[config.mk]
export PLATFORM = sky130hd
export DESIGN_NAME = jk_shift_reg
export DESIGN_NICKNAME = d
export VERILOG_FILES = /design/src/rtl/psr_pkg.sv /design/src/rtl/psr_entry.sv /design/src/rtl/psr_stages.sv /design/src/rtl/jk_shift_reg.sv
export SDC_FILE = /design/constraint.sdc
export NUM_CORES = 1
export LEC_CHECK = 0
export ABC_AREA = 1
export BUFFER_PORTS_ARGS = -buffer_cell sky130_fd_sc_hd__buf_4
export CAP_MARGIN = 20
export CORE_AREA = 2 2 39 41
export DETAILED_ROUTE_END_ITERATION = 8
export DIE_AREA = 0 0 41 43
export GPL_TIMING_DRIVEN = 0
export HOLD_SLACK_MARGIN = 0.02
export PLACE_DENSITY_LB_ADDON = 0.08
export SLEW_MARGIN = 20
export SYNTH_ARGS = -nofsm -noshare
export SYNTH_HDL_FRONTEND = slang
export SYNTH_SLANG_ARGS = --single-unit
[constraint.sdc]
create_clock -name clk -period 1.85 [get_ports clk]
set_input_delay 0.0925 -clock clk [delete_from_list [all_inputs] [get_ports clk]]
set_output_delay 0.0925 -clock clk [all_outputs]
set_load 0.03 [all_outputs]
[src/rtl/psr_pkg.sv]
package psr_pkg;

  // Stage-0 action, coded as {ser_j, ser_kn}
  typedef enum logic [1:0] {
    JK_CLEAR  = 2'b00,
    JK_HOLD   = 2'b01,
    JK_TOGGLE = 2'b10,
    JK_SET    = 2'b11
  } jk_op_e;

  function automatic jk_op_e jk_decode(input logic j, input logic kn);
    return jk_op_e'({j, kn});
  endfunction

  function automatic logic jk_resolve(input jk_op_e op, input logic cur);
    logic r;
    unique case (op)
      JK_CLEAR:  r = 1'b0;
      JK_SET:    r = 1'b1;
      JK_HOLD:   r = cur;
      JK_TOGGLE: r = ~cur;
      default:   r = cur;
    endcase
    return r;
  endfunction

endpackage

[src/rtl/psr_entry.sv]
module psr_entry
  import psr_pkg::*;
(
  input  logic   j,
  input  logic   kn,
  input  logic   cur,
  output jk_op_e op,
  output logic   nxt
);

  always_comb begin
    op  = jk_decode(j, kn);
    nxt = jk_resolve(op, cur);
  end

endmodule

[src/rtl/psr_stages.sv]
module psr_stages #(
  parameter int WIDTH = 4
) (
  input  logic             clk,
  input  logic             rst_n,
  input  logic             shift_en,
  input  logic             entry_bit,
  input  logic [WIDTH-1:0] par_d,
  output logic [WIDTH-1:0] q
);

  logic [WIDTH-1:0] shift_src;
  logic [WIDTH-1:0] nxt;

  genvar i;
  generate
    for (i = 0; i < WIDTH; i++) begin : g_stage
      if (i == 0) begin : g_first
        assign shift_src[i] = entry_bit;
      end else begin : g_rest
        assign shift_src[i] = q[i-1];
      end
      assign nxt[i] = shift_en ? shift_src[i] : par_d[i];

      always_ff @(posedge clk or negedge rst_n) begin
        if (!rst_n) q[i] <= 1'b0;
        else        q[i] <= nxt[i];
      end
    end
  endgenerate

endmodule

[src/rtl/jk_shift_reg.sv]
module jk_shift_reg
  import psr_pkg::*;
#(
  parameter int WIDTH = 4
) (
  input  logic             clk,
  input  logic             rst_n,
  input  logic             shift_en,
  input  logic             ser_j,
  input  logic             ser_kn,
  input  logic [WIDTH-1:0] par_d,
  output logic [WIDTH-1:0] q,
  output logic             q_last_n
);

  localparam int LAST = WIDTH - 1;

  // Named internal events for the checker
  logic   shift_fire;
  logic   load_fire;
  logic   stage0_next;
  jk_op_e entry_op;

  assign shift_fire = shift_en;
  assign load_fire  = ~shift_en;

  psr_entry u_entry (
    .j   (ser_j),
    .kn  (ser_kn),
    .cur (q[0]),
    .op  (entry_op),
    .nxt (stage0_next)
  );

  psr_stages #(.WIDTH(WIDTH)) u_stages (
    .clk       (clk),
    .rst_n     (rst_n),
    .shift_en  (shift_fire),
    .entry_bit (stage0_next),
    .par_d     (par_d),
    .q         (q)
  );

  assign q_last_n = ~q[LAST];

endmodule

==> impl_metrics.py <==
metrics = {
    "logic_synthesis": {
        "synth_top_area_frac": 0.552,
        "synth_most_common_cell": "nand2_1",
        "ys_warn_count": 0,
        "synthCells": 23,
        "ys_ff_latch": 4,
        "ys_seq_area_frac": 0.552,
        "synth_largest_area_cell": "dfrtp_1",
        "synth_flop_cell": "dfrtp_1",
        "syn_area_um2": 181,
        "synth_area_leaders": "dfrtp_1, nand2_1, inv_1, o21ai_2, buf_4",
        "synth_edf_count": 0,
        "synthDistinctLibCells": 7,
        "async_reset_ff_frac": 1.00,
        "synth.avg_cell_area_um2": 7.89,
        "synth_common_cells": "nand2_1, dfrtp_1, inv_1",
        "syn_nets": 32,
    },
    "layout": {
        "largest_register_ffs": 4,
        "multiInputGateArea_um2": 55.1,
        "fillerInstances": 160,
        "seq_area_um2": 100,
        "drive_gt1_frac": 0.475,
        "top_register": "u_stages.q",
        "syn2layout_area_growth_pct": 82.8,
        "fin_nets": 51,
        "num_antenna_cells": 0,
        "largest_registers": "u_stages.q (4)",
    },
    "sta": {
        "relSlewSlack": 0.935,
        "hold_viol_final": 0,
        "min_period_over_period": 0.536,
        "worstMarginPinSlew_ps": 97.1,
        "max_clock_freq_mhz": 1010,
        "drv_slew": 0,
        "setup_ws_ps": 858,
        "finalClockSkew_ps": 0.0820,
        "hold-worst-slack_ps": 52.8,
        "fin_tns_setup_ps": 0,
        "final-setup-viol-count": 0,
        "period_minus_slack_ps": 992,
        "rsz0062_at_grt": "no",
    },
    "pwr": {
        "peakVddDrop_v": 0.000395,
        "power_density_nw_per_um2": 848,
        "p_switching_mw": 0.0790,
        "clock_power_share": 0.383,
        "p_sw_frac": 0.281,
        "finalPower_mw": 0.281,
        "comb_power_share": 0.259,
        "internal-power_mw": 0.202,
        "power_leakage_nw": 0.193,
        "pwr-share-seq": 0.358,
    },
    "floorplanning": {
        "core_area_um2": 1380,
        "rows": 14,
        "die_area_um2": 1760,
        "start_util": 0.131,
        "dieWidth_um": 41,
        "dieHeight_um": 43,
        "ios": 14,
    },
    "cts": {
        "clk_path_buf_depth": 2,
        "insertion_delay_ps": 230,
        "postCtsSetupBuffers": 0,
        "cts_buffers": 3,
        "cts_tree": "built",
        "clk_transition_reported_paths_ps": 40,
        "clock_sinks": 4,
        "ctsResizeCount": 0,
        "cts_max_level": 1,
        "clockRootBuffer": "clkbuf_4",
    },
    "detailed_routing": {
        "viasPerCell": 3.34,
        "firstDrtPassIters": 2,
        "drtIter0Drc": 1,
        "ant_nets": 0,
        "drc": 0,
        "num_vias": 187,
        "wl_um": 426,
        "wl_per_cell_um": 7.61,
    },
    "setup_path": {
        "cp_max_fo": 3,
        "crit_path_frequent_cell": "buf_4",
        "setup.worst_path.start": "u_stages.q[0]",
        "rr_startpoint": "u_stages.q[0]",
        "worst_setup_path_end_kind": "output port",
        "crit_slowest_cell": "dfrtp_1",
        "r2r_slack_ps": 1100,
        "r2r_cells": 4,
        "worstPathArrival_ps": 900,
        "path_class": "flop to output port",
        "crit_chain": "buf_4 -> buf_4",
        "slowest_delay_ps": 380,
        "required_ps": 1760,
        "r2r_end": "u_stages.q[0]",
        "start_kind": "flop",
    },
    "min_path": {
        "min_from": "par_d[2]",
        "hp-class": "input port to flop",
        "hold_depth": 3,
        "min_to": "u_stages.q[2]",
    },
    "global_routing": {
        "gr-total-overflow": 0,
        "grt_pass1_wl_um": 683,
        "grt_max_degree": 6,
        "antenna_found_initial": 0,
        "track_usage": 0.0654,
        "grt_pass1_vias": 184,
    },
    "placement": {
        "hpwl_um": 345,
        "pre_cts_ws_ps": 1100,
        "port_buffers": 13,
        "gp_congestion": 0.683,
    },
    "run": {
        "maxCapViolations": 0,
    },
    "run_status": {
        "status": "completed",
    },
}
-- metrics by stage --
stage	instance area (um2)	instances	utilization
5_1_grt	332	56	0.240
3_5_place_dp	299	52	0.216
4_1_cts	332	56	0.240
6_report	332	56	0.240
2_1_floorplan	181	23	-
3_3_place_gp	299	52	0.216
-- routing by layer --
metal | wire length [um] | GRT usage
met1 | 162 | 0.0647
met2 | 200 | 0.0844
met3 | 63 | 0.0785
met4 | 0 | 0.0200
met5 | 0 | 0
-- power groups by stage --
stage               Combinational, mW  Clock [mW]  Sequential, mW
floorplan                      0.0257           0           0.114
global placement               0.0719           0           0.102
detailed placement             0.0721           0           0.102
CTS                            0.0740       0.113           0.101
global route                   0.0794       0.120           0.102
finish                         0.0728       0.108           0.101
-- cell type report --
type                       count  share of cell area
timing repair buffer          14               0.325
sequential                     4               0.302
multi-input combinational     13               0.166
tap                           16              0.0604
clock buffer                   3              0.0679
inverter                       5              0.0566
buffer                         1              0.0226
-- cell usage in the layout (no fill, tap or decap), drive strengths merged --
cell type    netlist  layout
inv                5       5
nand3              1       1
buf                1      14
clkbuf             0       3
nand2             11      11
o21ai              1       1
dlygate4sd3        0       1
dfrtp              4       4
-- worst max path at each step --
| stage | endpoint | cells after the start |
|---|---|---|
| after floorplan | q_last_n | 1 |
| after global routing | q[0] | 2 |
| after global placement | q[0] | 2 |
| after CTS | q[0] | 2 |
| final | q[0] | 2 |
| after detailed placement | u_stages.q[0] | 4 |
-- critical path, delay by kind of cell (launching register included) --
| kind | cells | cell delay (ps) |
|---|---|---|
| flops | 1 | 380 |
| buf+inv | 2 | 280 |
-- cells by family (layout without fill, tap and decap cells) --
family,after synthesis,in the layout,synth area share
AO/OA/AOI/OAI,1,1,0.0483
AND/OR/NAND/NOR,12,12,0.255
flip-flops,4,4,0.552
buffers and inverters,6,23,0.145
-- what timing repair did --
| item | 4_1_cts | 5_1_grt |
|---|---|---|
| hold endpoints to repair | 4 | 0 |
| endpoints found under the setup margin | 0 | 0 |
| hold buffers | 1 | 0 |
No activity file was read; power rests on OpenSTA's default activity.
